## config.mk

```make
export PLATFORM = sky130hd
export DESIGN_NAME = ztt_tower_finder
export DESIGN_NICKNAME = d
export VERILOG_FILES = /design/src/rtl/ztt_pkg.sv /design/src/rtl/ztt_seg_or.sv /design/src/rtl/ztt_tower_qual.sv /design/src/rtl/ztt_track_count.sv /design/src/rtl/ztt_tower_finder.sv
export SDC_FILE = /design/constraint.sdc
export NUM_CORES = 1
export LEC_CHECK = 0
export BUFFER_PORTS_ARGS = -buffer_cell sky130_fd_sc_hd__buf_2
export CORE_AREA = 5 5 346 348
export CTS_CLUSTER_DIAMETER = 50
export CTS_CLUSTER_SIZE = 12
export DETAILED_ROUTE_END_ITERATION = 8
export DIE_AREA = 0 0 351 353
export GPL_TIMING_DRIVEN = 0
export PLACE_DENSITY = 0.6
export SLEW_MARGIN = 30
export SYNTH_ARGS = -nofsm -noshare
export SYNTH_HDL_FRONTEND = slang
export SYNTH_HIERARCHICAL = 1
export SYNTH_SLANG_ARGS = --single-unit
```

## constraint.sdc

```tcl
create_clock -name clk_i -period 14.5 [get_ports clk_i]
set_input_delay 2.175 -clock clk_i [delete_from_list [all_inputs] [get_ports clk_i]]
set_output_delay 2.175 -clock clk_i [all_outputs]
set_load 0.02 [all_outputs]
```

## src/rtl/ztt_pkg.sv

```systemverilog
package ztt_pkg;
  localparam int NUM_LAYERS = 7;
  localparam int CATH_BASE  = 0;
  localparam int MID_BASE   = 3;
  localparam int OUTER_BASE = 5;
  localparam int CNT_W      = 2;
  localparam logic [CNT_W-1:0] CNT_MAX = '1;
  localparam int PIPE_DEPTH = 4;
endpackage

```

## src/rtl/ztt_seg_or.sv

```systemverilog
module ztt_seg_or
  import ztt_pkg::*;
#(
  parameter int NSEG   = 8,
  parameter int NTOWER = 16
) (
  input  logic                             clk_i,
  input  logic                             rst_ni,
  input  logic [NUM_LAYERS*NSEG*NTOWER-1:0] hits_i,
  output logic [NUM_LAYERS*NSEG*NTOWER-1:0] eff_o
);
  localparam int W = NUM_LAYERS*NSEG*NTOWER;

  logic [W-1:0] eff_d;

  for (genvar l = 0; l < NUM_LAYERS; l++) begin : g_layer
    for (genvar s = 0; s < NSEG; s++) begin : g_seg
      localparam int OWN = (l*NSEG + s)*NTOWER;
      localparam int NXT = (l*NSEG + ((s+1) % NSEG))*NTOWER;
      assign eff_d[OWN +: NTOWER] = hits_i[OWN +: NTOWER] | hits_i[NXT +: NTOWER];
    end
  end

  always_ff @(posedge clk_i or negedge rst_ni) begin
    if (!rst_ni) eff_o <= '0;
    else         eff_o <= eff_d;
  end
endmodule

```

## src/rtl/ztt_tower_qual.sv

```systemverilog
module ztt_tower_qual
  import ztt_pkg::*;
#(
  parameter int NSEG   = 8,
  parameter int NTOWER = 16
) (
  input  logic                             clk_i,
  input  logic                             rst_ni,
  input  logic [NUM_LAYERS*NSEG*NTOWER-1:0] eff_i,
  output logic [NSEG*NTOWER-1:0]            qual_o
);
  localparam int NQ = NSEG*NTOWER;

  logic [NQ-1:0] qual_d;

  for (genvar s = 0; s < NSEG; s++) begin : g_seg
    for (genvar t = 0; t < NTOWER; t++) begin : g_tower
      logic c0, c1, c2, mid, outer;
      assign c0    = eff_i[((CATH_BASE+0)*NSEG + s)*NTOWER + t];
      assign c1    = eff_i[((CATH_BASE+1)*NSEG + s)*NTOWER + t];
      assign c2    = eff_i[((CATH_BASE+2)*NSEG + s)*NTOWER + t];
      assign mid   = eff_i[((MID_BASE+0)*NSEG + s)*NTOWER + t]
                   | eff_i[((MID_BASE+1)*NSEG + s)*NTOWER + t];
      assign outer = eff_i[((OUTER_BASE+0)*NSEG + s)*NTOWER + t]
                   | eff_i[((OUTER_BASE+1)*NSEG + s)*NTOWER + t];
      // 2-of-3 cathode majority, same tower index throughout
      assign qual_d[s*NTOWER + t] = ((c0 & c1) | (c0 & c2) | (c1 & c2)) & mid & outer;
    end
  end

  always_ff @(posedge clk_i or negedge rst_ni) begin
    if (!rst_ni) qual_o <= '0;
    else         qual_o <= qual_d;
  end
endmodule

```

## src/rtl/ztt_track_count.sv

```systemverilog
module ztt_track_count
  import ztt_pkg::*;
#(
  parameter int NSEG   = 8,
  parameter int NTOWER = 16
) (
  input  logic                   clk_i,
  input  logic                   rst_ni,
  input  logic [NSEG*NTOWER-1:0] qual_i,
  output logic [CNT_W-1:0]       count_o
);
  logic [NSEG*CNT_W-1:0] seg_d, seg_q;
  logic [CNT_W-1:0]      total_d;

  for (genvar s = 0; s < NSEG; s++) begin : g_seg
    always_comb begin
      logic [CNT_W-1:0] acc;
      acc = '0;
      for (int t = 0; t < NTOWER; t++) begin
        if (qual_i[s*NTOWER + t] && acc != CNT_MAX) acc = acc + 1'b1;
      end
      seg_d[s*CNT_W +: CNT_W] = acc;
    end
  end

  always_comb begin
    logic [CNT_W:0] sum;
    sum = '0;
    for (int s = 0; s < NSEG; s++) begin
      sum = sum + {1'b0, seg_q[s*CNT_W +: CNT_W]};
      if (sum > {1'b0, CNT_MAX}) sum = {1'b0, CNT_MAX};
    end
    total_d = sum[CNT_W-1:0];
  end

  always_ff @(posedge clk_i or negedge rst_ni) begin
    if (!rst_ni) begin
      seg_q   <= '0;
      count_o <= '0;
    end else begin
      seg_q   <= seg_d;
      count_o <= total_d;
    end
  end

  // a nonzero count needs a qualifying tower two stages earlier
  p_count_needs_tower_r6: assert property (@(posedge clk_i) disable iff (!rst_ni)
    (count_o != '0) |-> ($past(qual_i, 2) != '0));
endmodule

```

## src/rtl/ztt_tower_finder.sv

```systemverilog
module ztt_tower_finder
  import ztt_pkg::*;
#(
  parameter int NSEG   = 8,
  parameter int NTOWER = 16
) (
  input  logic                             clk_i,
  input  logic                             rst_ni,
  input  logic [NUM_LAYERS*NSEG*NTOWER-1:0] hits_i,
  output logic [CNT_W-1:0]                 count_o,
  output logic                             valid_o
);
  localparam int W  = NUM_LAYERS*NSEG*NTOWER;
  localparam int NQ = NSEG*NTOWER;

  logic [W-1:0]          eff;
  logic [NQ-1:0]         qual;
  logic [PIPE_DEPTH-1:0] fill_q;

  ztt_seg_or #(.NSEG(NSEG), .NTOWER(NTOWER)) u_seg_or (
    .clk_i(clk_i), .rst_ni(rst_ni), .hits_i(hits_i), .eff_o(eff)
  );

  ztt_tower_qual #(.NSEG(NSEG), .NTOWER(NTOWER)) u_qual (
    .clk_i(clk_i), .rst_ni(rst_ni), .eff_i(eff), .qual_o(qual)
  );

  ztt_track_count #(.NSEG(NSEG), .NTOWER(NTOWER)) u_count (
    .clk_i(clk_i), .rst_ni(rst_ni), .qual_i(qual), .count_o(count_o)
  );

  always_ff @(posedge clk_i or negedge rst_ni) begin
    if (!rst_ni) fill_q <= '0;
    else         fill_q <= {fill_q[PIPE_DEPTH-2:0], 1'b1};
  end

  assign valid_o = fill_q[PIPE_DEPTH-1];

  // once filled, valid stays up until reset
  p_valid_sticky_r8: assert property (@(posedge clk_i) disable iff (!rst_ni)
    valid_o |=> valid_o);

  // an empty input gives an empty count after four edges
  p_zero_in_zero_out_r7: assert property (@(posedge clk_i) disable iff (!rst_ni)
    (valid_o && $past(hits_i, 4) == '0) |-> (count_o == '0));

  // hits from cathode layers only never form a track
  p_cath_only_no_track_r4: assert property (@(posedge clk_i) disable iff (!rst_ni)
    (valid_o && $past(hits_i[W-1:3*NSEG*NTOWER], 4) == '0) |-> (count_o == '0));
endmodule

```

# Word level (Yosys, flattened, before mapping)

Cells that the tools add are included.

Input bits: 898
Logic and storage cells: 1,724
Flip-flop bits (word level): 1,046

$lt $le $gt $ge: 8
Eq/ne operators: 120
Bitwise logic cells: 1,208
Reductions and logical operators: 120
Add/subtract/negate cells: 127
Multiplexer cells: 136

Operator list:

| cell                                                                  | number |
|---|---|
| 16-bit bitwise OR                                                     | 56 |
| 1-bit bitwise AND                                                     | 640 |
| 1-bit bitwise OR                                                      | 512 |
| 2-bit two-way mux                                                     | 122 |
| 2-bit by 1-bit adder with 2-bit output (second input constant)        | 113 |
| 2-bit != test (second input constant)                                 | 113 |
| 1-bit logical AND                                                     | 120 |
| 3-bit by 2-bit > comparator with 1-bit output (second input constant) | 7 |
| 3-bit by 2-bit adder with 3-bit output                                | 6 |
| 3-bit two-way mux                                                     | 6 |
| 1-bit by 1-bit adder with 2-bit output (second input constant)        | 7 |
| 1-bit by 2-bit != test with 1-bit output (second input constant)      | 7 |
| 1-bit two-way mux                                                     | 8 |
| 2-bit by 2-bit adder with 3-bit output                                | 1 |
| 2-bit > comparator (second input constant)                            | 1 |

# Longest topological paths before layout

Gate-level depths: netlist of the first run.

Depth after elaboration: 46
Depth in mapped cells: 60
Mapped depth without buffers: 60

# Cells and area by module

The synthesis of the first run kept the hierarchy.

By module, submodules not included:

| module           | instances | area each (sq um) | cells each |
|---|---|---|---|
| ztt_seg_or       | 1         | 28,026.9          | 1,792 |
| ztt_track_count  | 1         | 7,146.9           | 804 |
| ztt_tower_qual   | 1         | 5,765.5           | 640 |
| ztt_tower_finder | 1         | 103.8             | 5 |

# Least setup slack after synthesis of the first run

OpenSTA, ideal clock, no wires.

Kind: reg-to-reg
From: register u_qual.qual_o[80]
To: register u_count.seg_q[11]
Library setup time: 0.125 ns
Stages on the path, launching flop included: 53
Arrival: 10.873 ns
Clock period less this slack: 10.997 ns
Path slack: 3.503 ns
Path buffers: 1
Path through: dfrtp_1 inv_1 ha_1 or2b_1 a22o_2 ha_1 nor2b_1 nor2b_1 nor2_1 ha_1 nand2b_1 xnor3_2 ha_1 nand2b_1 nor2_1 a31oi_1 ha_1 nor2b_1 [17 not listed] nor2b_1 a22oi_1 o21ai_0 ha_1 nand2b_1 xnor3_2 ha_1 nand2b_1 nand2_1 a21oi_1 nor2_1 ha_1 nand2b_1 xnor2_1 xnor2_1 ha_1 nand2b_1 mux2_2

Longest elaborated chain between the ends: 46
Elaborated cells on any way between the ends: 61
Those cells by class: 15 x add/sub; 15 x eq/ne; 16 x mux; 15 x reduce/logical

Ends and longest elaborated chain:

| item                                                                           | line                  | source |
|---|---|---|
| from (decl)                                                                    | ztt_tower_qual.sv:10  | `output logic [NSEG*NTOWER-1:0] qual_o` |
| from (signal assigned)                                                         | ztt_tower_qual.sv:33  | `else qual_o <= qual_d;` |
| 1-bit two-way mux (*)                                                          | ztt_track_count.sv:20 | `if (qual_i[s*NTOWER + t] && acc != CNT_MAX) acc = acc + 1'b1;` |
| 1-bit by 2-bit != test with 1-bit output                                       | ztt_track_count.sv:20 |  |
| 1-bit logical AND                                                              | ztt_track_count.sv:20 |  |
| 2-bit two-way mux (*)                                                          | ztt_track_count.sv:20 |  |
| branches (longest 2 deep; another with 2-bit by 1-bit adder with 2-bit output) | -                     |  |
| 2-bit two-way mux (*)                                                          | ztt_track_count.sv:20 |  |
| branches (longest 2 deep; another with 2-bit by 1-bit adder with 2-bit output) | -                     |  |
| 2-bit two-way mux (*)                                                          | ztt_track_count.sv:20 |  |
| [26 not listed]                                                                | -                     |  |
| 2-bit two-way mux (*)                                                          | ztt_track_count.sv:20 |  |
| branches (longest 2 deep; another with 2-bit by 1-bit adder with 2-bit output) | -                     |  |
| 2-bit two-way mux (*)                                                          | ztt_track_count.sv:20 |  |
| branches (longest 2 deep; another with 2-bit by 1-bit adder with 2-bit output) | -                     |  |
| 2-bit two-way mux (*)                                                          | ztt_track_count.sv:20 |  |
| branches (longest 2 deep; another with 2-bit by 1-bit adder with 2-bit output) | -                     |  |
| 2-bit two-way mux (*)                                                          | ztt_track_count.sv:20 |  |
| net u_count.g_seg[5].$2.acc[1]                                                 | ztt_track_count.sv:17 | `logic [CNT_W-1:0] acc;` |
| to (signal assigned)                                                           | ztt_track_count.sv:41 | `seg_q <= seg_d;` |
| to (decl)                                                                      | ztt_track_count.sv:12 | `logic [NSEG*CNT_W-1:0] seg_d, seg_q;` |

Mark *: on every way through the listed nets, which the timed path passes.

# Worst setup path in the final report of the first run

From: register u_qual.qual_o[48]
To: register u_count.seg_q[7]

Longest elaborated chain between the ends: 46
Elaborated cells on any way between the ends: 61
Those cells by class: 15 x add/sub; 15 x eq/ne; 16 x mux; 15 x reduce/logical

Ends and longest elaborated chain:

| item                                                                           | line |
|---|---|
| 1-bit two-way mux (*)                                                          | ztt_track_count.sv:20 |
| 1-bit by 2-bit != test with 1-bit output                                       | ztt_track_count.sv:20 |
| 1-bit logical AND                                                              | ztt_track_count.sv:20 |
| 2-bit two-way mux (*)                                                          | ztt_track_count.sv:20 |
| branches (longest 2 deep; another with 2-bit by 1-bit adder with 2-bit output) | - |
| 2-bit two-way mux (*)                                                          | ztt_track_count.sv:20 |
| branches (longest 2 deep; another with 2-bit by 1-bit adder with 2-bit output) | - |
| 2-bit two-way mux (*)                                                          | ztt_track_count.sv:20 |
| [26 not listed]                                                                | - |
| 2-bit two-way mux (*)                                                          | ztt_track_count.sv:20 |
| branches (longest 2 deep; another with 2-bit by 1-bit adder with 2-bit output) | - |
| 2-bit two-way mux (*)                                                          | ztt_track_count.sv:20 |
| branches (longest 2 deep; another with 2-bit by 1-bit adder with 2-bit output) | - |
| 2-bit two-way mux (*)                                                          | ztt_track_count.sv:20 |
| branches (longest 2 deep; another with 2-bit by 1-bit adder with 2-bit output) | - |
| 2-bit two-way mux (*)                                                          | ztt_track_count.sv:20 |
| net u_count.g_seg[3].$2.acc[1]                                                 | ztt_track_count.sv:17 |

Marked as above.

==> results of run 1 <==
## kinds of logic after synthesis
group	count (synthesis)
simple gates	1345
flops	1046
compound gates	510
fa+ha+maj	134
xor+xnor	120
buf+inv	63
mux	22
other cells	1
## cell type report
| class | count | area [µm²] | share of cell area [%] |
|---|---|---|---|
| multi-input cells | 2132 | 14600 | 28.1 |
| well taps | 1524 | 1910 | 3.67 |
| repair buffers | 909 | 4770 | 9.17 |
| diodes | 38 | 95.1 | 0.183 |
| clock inverters | 48 | 632 | 1.22 |
| plain buffers | 2 | 7.51 | 0.0144 |
| flip-flops and latches | 1046 | 26200 | 50.3 |
| clock buffers | 151 | 3550 | 6.83 |
| inverters | 61 | 229 | 0.440 |
## worst max-delay path: cells and delay by family, from the launching register on
family,cells,cell delay (ns)
AO/OA/AOI/OAI,7,1.26
XOR/XNOR,7,2.74
adder cells (fa/ha/maj),14,2.91
buffers and inverters,2,0.31
flip-flops,1,0.35
multiplexers,2,0.72
AND/OR/NAND/NOR,21,3.91
## sequential cells by signal, summed over array words and instances (netlist names)
signal	flops
fill_q	4
u_count/count_o	2
u_qual/qual_o	128
u_seg_or/eff_o	896
u_count/seg_q	16
## synthesized netlist by cell type (all sizes together)
| cell | instances |
|---|---|
| xnor2 | 64 |
| conb | 1 |
| o221a | 6 |
| mux2i | 2 |
| and3 | 1 |
| or2b | 2 |
| o211ai | 16 |
| a221oi | 2 |
| inv | 61 |
| fa | 7 |
| o31ai | 8 |
| buf | 2 |
| a2111oi | 6 |
| o22ai | 142 |
| nor2 | 65 |
| dfrtp | 1046 |
| nand2 | 205 |
| o21ai | 144 |
| and2b | 2 |
| a31oi | 16 |
| a22o | 2 |
| nand2b | 66 |
| o311ai | 8 |
| ha | 127 |
| and2 | 5 |
| or3 | 14 |
| xor2 | 6 |
| nor2b | 71 |
| mux2 | 20 |
| a21oi | 158 |
| a22oi | 2 |
| xnor3 | 48 |
| xor3 | 2 |
| nand3b | 2 |
| nor4 | 2 |
| or2 | 897 |
| and3b | 13 |
## worst max-delay path by stage
stage,start,slack (ns),endpoint
2_1_floorplan,u_qual/qual_o[80],3.50,u_count/seg_q[11]
3_3_place_gp,rst_ni,-10.97,u_seg_or/eff_o[397]
3_5_place_dp,u_qual/qual_o[80],2.08,u_count/seg_q[11]
4_1_cts,u_qual/qual_o[80],2.03,u_count/seg_q[11]
5_1_grt,u_qual/qual_o[112],0.98,u_count/seg_q[14]
6_report,u_qual/qual_o[48],2.18,u_count/seg_q[7]
## stage by stage
step / utilization [%] / area (µm²) / hold WS, ns / setup slack, ns / instances
global placement: 40.9 / 47500 / 0.336 / -10.97 / 5665
finish: 44.9 / 52000 / 0.354 / 2.18 / 5911
CTS: 44.8 / 51900 / 0.358 / 2.03 / 5873
detailed placement: 41.2 / 47700 / 0.336 / 2.08 / 5674
floorplan: - / 41000 / 0.331 / 3.50 / 3241
global route: 44.8 / 52000 / 0.367 / 0.978 / 5898
## layer usage
layer	share of wire (%)	wire, µm
met1	40	48200
met2	51	61900
met3	5.8	7010
met4	2.9	3460
met5	0.062	75
==> out/qor.yml, run 1 <==
status: "finished clean"
gr-usage-all-layers_pct: 19.4
root_buffer: "clkbuf_16"
grt_setup_unrepaired: "false"
period_needed_ns: 12.32
setup-violations-final: 0
clock_skew_ns: 0.0317
ys_ff_latch: 1046
path_clk_slew_ns: 0.06
yosysTopAreaCellShare_pct: 63.8
grt_pass1_wl_um: 178000
dieWidth_um: 351
hp-start: "fill_q[1]"
r2r_slack_ns: 2.18
critPathMaxStageDelay_ns: 0.52
htreeDepth: 4
drtAntennaViolNets: 0
path_class: "reg2reg"
mostFrequentLayoutCells: "1,046 x dfrtp_1, 899 x buf_2, 897 x or2_2"
route.detailed.drc: 0
globalRouteMet2Util_pct: 34.2
yosysTopAreaCell: "dfrtp_1"
gp_congestion: 0.942
area_growth_pct: 26.7
synthAdderAreaFrac_pct: 4.21
finalSetupTns_ns: 0
cts_tree: "yes"
cp_slowest_cell: "xnor3_2"
end_kind: "register"
row_count: 125
synth_top_family_by_area: "simple AND/OR/NAND/NOR gates"
maxSlewHeadroom_pct: 38.9
drt_iter0_drc: 1235
insertion_delay_ns: 0.72
seq_area_frac_synth_pct: 63.8
viasPerCell: 4.56
via_count: 26982
place_hpwl_um: 99200
worstPathArrival_ns: 12.90
numCtsBuffers: 130
postCtsSetupRepairBufs: 0
worstReg2RegEnd: "u_count/seg_q[7]"
syn_area_um2: 41000
min_path_cells: 0
worstReg2RegStart: "u_qual/qual_o[48]"
nets: 5314
numClockSinks: 1046
wl_um: 121000
io_pins: 901
antenna_found_initial: 67
synthDistinctLibCells: 44
grt_max_degree: 128
synth_simple_gate_area_share_pct: 19.1
top_usage_layer: "met2"
ctsResizeCount: 0
use_met1_pct: 23.2
die_area_um2: 124000
overflow: 0
ff2ff_path_depth: 53
cp.required_ns: 15.09
crit_top_cell: "ha_1"
initial_core_util_pct: 35.4
drt_first_pass_iters: 5
final_common_cell: "dfrtp_1"
drive_above_1_share_pct: 47.4
synth.area.top_cells: "dfrtp_1 64%, or2_2 14%, ha_1 3.9%"
cts_hold_buf: 0
synth_area_per_cell_um2: 12.7
path_max_fanout: 5
synth_xor_area_share_pct: 4.52
detail_route.wl_per_cell_um: 20.4
period_share_pct: 84.9
core_um2: 116000
min_path_type: "reg2reg"
io_buffer_count: 900
synthMuxAreaShare_pct: 0.598
synthesis.nets: 4273
synth_compound_area_share_pct: 7.23
min_to: "fill_q[2]"
num-fill-cells: 10737
yosysWarnings: 6
worst_setup_path_start_kind: "register"
maxSlewViolCount: 0
worst_pin_slew_ns: 0.917
hold_viol: 0
grt_pass1_vias: 30238
clk_path_buf_depth: 3
chipHeight_um: 353
fmax_mhz: 81.2
met3_usage_pct: 4.75
synthCells: 3241
maxCapViolations: 0
Power of run 1 is not shown: default switching activity piles up to over one toggle a cycle in this logic, so the estimate is an artifact.
==> inputs of run 2 (changes only) <==
==> constraint.sdc (replaced) <==
create_clock -name clk_i -period 11.55 [get_ports clk_i]
set_input_delay 1.7325 -clock clk_i [delete_from_list [all_inputs] [get_ports clk_i]]
set_output_delay 1.7325 -clock clk_i [all_outputs]
set_load 0.02 [all_outputs]
==> out/qor.yml, run 2 (synthesis results as in run 1) <==
worstPathArrival_ns: 11.44  # -1.46 ns
cp_top_family: "simple AND/OR/NAND/NOR gates"
maxSlewHeadroom_pct: 37.2  # -1.7 points
place_hpwl_um: 99200  # unchanged
antenna_found_initial: 64  # -4.5%
initial_core_util_pct: 35.4  # unchanged
overflow: 0  # unchanged
worst_setup_path_start_kind: "register"
r2r_slack_ns: 0.68  # -1.50 ns
htreeDepth: 4  # unchanged
root_buffer: "clkbuf_16"
min_path_cells: 0  # unchanged
dieWidth_um: 351  # unchanged
fmax_mhz: 92.0  # +13%
nets: 5334  # +0.38%
path_clk_slew_ns: 0.06  # about the same
insertion_delay_ns: 0.72  # about the same
largest_register_ffs: 896  # unchanged
area_growth_pct: 28.6
place_ws_ns: -0.867  # -2.95 ns
critPathMaxStageDelay_ns: 0.41  # -0.11 ns
drtAntennaViolNets: 0  # unchanged
row_count: 125  # unchanged
worst_pin_slew_ns: 0.942  # +0.0258 ns
io_pins: 901  # unchanged
core_um2: 116000  # unchanged
clock_skew_ns: 0.0316  # -0.0000521 ns
worstReg2RegStart: "u_qual/qual_o[0]"
drt_iter0_drc: 1081  # -12%
period_needed_ns: 10.87  # -1.45 ns
viasPerCell: 4.58  # +0.27%
drive_above_1_share_pct: 50.4  # +3.0 points
grt_pass1_wl_um: 178000  # +0.19%
path_class: "reg2reg"
cts_hold_buf: 0  # unchanged
hp-start: "fill_q[1]"
detail_route.wl_per_cell_um: 20.5  # +0.21%
hold_viol: 0  # unchanged
cp.required_ns: 12.13  # -2.96 ns
clk_path_buf_depth: 3  # unchanged
ff2ff_path_depth: 51  # -3.8%
mostFrequentLayoutCells: "1,046 x dfrtp_1, 901 x buf_2, 897 x or2_2"
finalSetupTns_ns: 0  # unchanged
path_max_fanout: 5  # unchanged
gr-usage-all-layers_pct: 19.4  # +0.031 points
numCtsBuffers: 130  # unchanged
grt_pass1_vias: 30306  # +0.22%
gp_congestion: 0.942  # unchanged
placed_cells: 5674  # unchanged
wl_um: 121000  # +0.52%
cts_tree: "yes"
setup-violations-final: 0  # unchanged
numClockSinks: 1046  # unchanged
min_to: "fill_q[2]"
worstReg2RegEnd: "u_count/seg_q[0]"
status: "finished clean"
final_common_cell: "dfrtp_1"
crit_top_cell: "ha_1"
end_kind: "register"
via_count: 27137  # +0.57%
instances_no_fill: 5929  # +0.30%
period_share_pct: 94.1  # +9.2 points
maxCapViolations: 0  # unchanged
chipHeight_um: 353  # unchanged
maxSlewViolCount: 0  # unchanged
io_buffer_count: 900  # unchanged
setup_ws_ns: 0.681  # -1.50 ns
holdWs_ns: 0.355  # +0.000607 ns
grt_max_degree: 128  # unchanged
crit_buf_inv: 1  # -1
reg_top3: "u_seg_or/eff_o: 896 flops, u_qual/qual_o: 128 flops, u_count/seg_q: 16 flops"
die_area_um2: 124000  # unchanged
route.detailed.drc: 0  # unchanged
drt_first_pass_iters: 4  # -1
regMostFlops: "u_seg_or/eff_o"
min_path_type: "reg2reg"
cp_slowest_cell: "xnor3_2"
[run 2: layout make-up]
class	instances	area, µm²
fill	10676	63100
sequential	1046	26200
multi-input combinational	2132	15300
timing repair buffer	929	4920
clock buffer	151	3550
tap	1524	1910
clock inverter	48	632
inverter	61	229
antenna	36	90.1
buffer	2	10.0
[run 2: layer usage]
| metal | global-route usage (%) | up-vias | wire length [µm] | share of wire, % |
|---|---|---|---|---|
| met5 | 0 | - | 75 | 0.062 |
| met4 | 6.78 | 14 | 3510 | 2.9 |
| met3 | 4.86 | 229 | 7320 | 6.0 |
| met2 | 34.3 | 743 | 62500 | 52 |
| met1 | 23.1 | 13178 | 47900 | 39 |
| li1 | - | 12973 | - | - |
[run 2: how the worst max path moves through the flow]
stage | from | to | slack, ns | cells past startpoint
after floorplan | u_qual/qual_o[80] | u_count/seg_q[11] | 0.55 | 52
after detailed placement | u_qual/qual_o[80] | u_count/seg_q[11] | -0.87 | 53
after CTS | u_qual/qual_o[64] | u_count/seg_q[8] | 0.003 | 54
after global routing | u_qual/qual_o[33] | u_count/seg_q[5] | -0.04 | 54
final | u_qual/qual_o[0] | u_count/seg_q[0] | 0.68 | 51
after global placement | rst_ni | u_seg_or/eff_o[397] | -13.48 | 1
[run 2: timing repair]
action,in CTS,in global routing
buffers inserted,1,19
hold endpoints to repair,0,0
endpoints found under the setup margin,16,16
pin swaps,2,26
gates resized for setup,85,90
[run 2: metrics by stage]
stage / area, µm² / utilization (%)
floorplan: 41000 / -
global placement: 47500 / 40.9
detailed placement: 47700 / 41.2
CTS: 52200 / 45.0
global route: 52700 / 45.5
finish: 52800 / 45.5
Power of run 2 is left out for the same reason.
==> inputs of run 3 (changes only) <==
--- a/config.mk
+++ b/config.mk
@@ -5,14 +5,15 @@
 export SDC_FILE = /design/constraint.sdc
 export NUM_CORES = 1
 export LEC_CHECK = 0
+export ABC_AREA = 1
 export BUFFER_PORTS_ARGS = -buffer_cell sky130_fd_sc_hd__buf_2
-export CORE_AREA = 5 5 346 348
+export CORE_AREA = 5 5 345 347
 export CTS_CLUSTER_DIAMETER = 50
 export CTS_CLUSTER_SIZE = 12
 export DETAILED_ROUTE_END_ITERATION = 8
-export DIE_AREA = 0 0 351 353
-export GPL_TIMING_DRIVEN = 0
-export PLACE_DENSITY = 0.6
+export DIE_AREA = 0 0 350 352
+export GPL_TIMING_DRIVEN = 1
+export PLACE_DENSITY = 0.66
 export SLEW_MARGIN = 30
 export SYNTH_ARGS = -nofsm -noshare
 export SYNTH_HDL_FRONTEND = slang
==> out/qor.yml, run 3 <==
status: "finished clean"
crit_buf_inv: 18  # +17
io_buffer_count: 900  # unchanged
route.detailed.drc: 0  # unchanged
numClockSinks: 1046  # unchanged
path_class: "reg2reg"
worst_setup_path_start_kind: "register"
place_area_um2: 53400  # +12%
final_util_pct: 49.6  # +4.1 points
htreeDepth: 3  # -1
critPathMaxStageDelay_ns: 0.35  # -0.06 ns
via_count: 36928  # +36%
drt_iter0_drc: 1882  # +74%
yosysTopAreaCell: "dfrtp_1"
wl_um: 133000  # +9.5%
largest_register_ffs: 896  # unchanged
place_hpwl_um: 110000  # +10%
antenna_found_initial: 4  # -94%
min_path_type: "reg2reg"
overflow: 0  # unchanged
end_kind: "register"
drtAntennaViolNets: 0  # unchanged
setup_ws_ns: 0.858  # +0.177 ns
hold_viol: 0  # unchanged
cp_slowest_cell: "dfrtp_1"
row_count: 125  # unchanged
reg_top3: "u_seg_or/eff_o: 896 flops, u_qual/qual_o: 128 flops, u_count/seg_q: 16 flops"
num-fill-cells: 11002  # +3.1%
root_buffer: "clkbuf_16"
postCtsSetupRepairBufs: 0  # -1
fmax_mhz: 93.5  # +1.7%
synthFlopType: "dfrtp_1"
yosysWarnings: 6  # unchanged
setup-violations-final: 0  # unchanged
worstPathArrival_ns: 11.25  # -0.19 ns
maxCapViolations: 0  # unchanged
synthDistinctLibCells: 22  # -50%
r2r_slack_ns: 0.86  # +0.18 ns
initial_core_util_pct: 40.5  # +5.1 points
synthCells: 5778  # +78%
die_area_um2: 123000  # -0.57%
cts_tree: "yes"
detail_route.wl_per_cell_um: 15.8  # -23%
seq_area_frac_synth_pct: 55.9  # -7.9 points
final_common_cell: "inv_1"
gr-usage-all-layers_pct: 21.3  # +1.8 points
numCtsBuffers: 115  # -12%
insertion_delay_ns: 0.70  # -0.02 ns
gp_congestion: 1.05  # +12%
drive_above_1_share_pct: 19.9  # -30 points
maxSlewHeadroom_pct: 43.0  # +5.8 points
yosysMostFrequentCell: "inv_1"
clock_skew_ns: 0.0238  # -0.00788 ns
io_pins: 901  # unchanged
worst_pin_slew_ns: 0.855  # -0.0875 ns
drt_first_pass_iters: 8  # +4
chipHeight_um: 352  # -0.28%
cp.required_ns: 12.11  # -0.02 ns
cts_hold_buf: 0  # unchanged
period_share_pct: 92.6  # -1.5 points
grt_max_degree: 194  # +52%
period_needed_ns: 10.69  # -0.177 ns
synthArstFlopShare_pct: 100  # unchanged
synth.area.top_cells: "dfrtp_1 56%, inv_1 16%, nand2_1 13%"
place_ws_ns: 0.0596  # +0.927 ns
viasPerCell: 4.40  # -3.8%
synth-edff-count: 0  # unchanged
path_clk_slew_ns: 0.06  # about the same
path_max_fanout: 4  # -1
maxSlewViolCount: 0  # unchanged
core_um2: 116000  # -0.27%
yosysTopAreaCellShare_pct: 55.9  # -7.9 points
ys_ff_latch: 1046  # unchanged
grt_pass1_vias: 38632  # +27%
crit_top_cell: "inv_1"
dieWidth_um: 350  # -0.28%
synthesis.nets: 6810  # +59%
syn_area_um2: 46900  # +14%
clk_path_buf_depth: 3  # unchanged
mostFrequentLayoutCells: "1,972 x inv_1, 1,613 x nand2_1, 1,046 x dfrtp_1"
regMostFlops: "u_seg_or/eff_o"
synth_commonest_cells: "1,973 x inv_1, 1,613 x nand2_1, 1,046 x dfrtp_1"
synth_area_per_cell_um2: 8.11  # -36%
nets: 7836  # +47%
grt_pass1_wl_um: 202000  # +13%
area_growth_pct: 22.3
fin_area_um2: 57300  # +8.7%
cp_top_family: "simple AND/OR/NAND/NOR gates"
==> run 3: cell count changes in the layout (fill, tap and decap cells not counted), moves of 98 or more <==
cell	previous run	this run
or2_2	897	35
inv_1	61	1972
o22ai_1	142	0
nand2_1	205	1613
nand3_2	0	98
nand3_1	0	392
o21ai_1	131	0
==> run 3: final cells by class <==
class	count	area (µm²)	share of cell area [%]
Multi-Input combinational cell	2755	13600	23.8
Inverter	1977	7420	12.9
Clock inverter	41	507	0.884
Sequential cell	1046	26200	45.7
Antenna cell	3	7.51	0.0131
Tap cell	1524	1910	3.33
Clock buffer	133	3020	5.26
Timing Repair Buffer	909	4670	8.15
==> run 3: path summary, 6_finish.rpt <==
path	startpoint	end	depth (start not counted)
min in group asynchronous	rst_ni	u_seg_or/eff_o[438]	1
max reg2reg	u_qual/qual_o[80]	u_count/seg_q[11]	74
min reg2reg	fill_q[1]	fill_q[2]	0
max	u_qual/qual_o[80]	u_count/seg_q[11]	74
max in group asynchronous	rst_ni	u_seg_or/eff_o[93]	4
min	fill_q[1]	fill_q[2]	0
==> run 3: per-stage QoR <==
stage / hold WS, ns / cells / setup TNS [ns]
after floorplan: 0.331 / 5778 / 0
after global placement: 0.332 / 8210 / 0
after detailed placement: 0.337 / 8210 / 0
after CTS: 0.346 / 8384 / 0
after global routing: 0.352 / 8387 / -0.213
final: 0.344 / 8388 / 0
==> run 3: kinds of logic after synthesis <==
group	count (synthesis)	synth area share (%)
other	1	0.00800
and+or+nand+nor	2452	22.7
adders and majority gates	134	3.69
buffers and inverters	1977	15.8
DFF	1046	55.9
AOI/OAI and AO/OA	168	1.91
==> run 3: repair_timing <==
action,4_1_cts,5_1_grt
hold endpoints to repair,0,0
setup endpoints to repair,1,16
gates resized for setup,1,122
pin swaps,0,1
cloned,0,0
==> run 3: layer usage <==
metal  vias to the layer above  GRT usage (%)  wire length, µm
met5                         -              0               13
met4                         2           6.82             4420
met3                       243           2.97             5830
met2                       909           39.4            69500
met1                     17415           25.4            53100
li1                      18359              -                -
Power of run 3 is left out for the same reason.
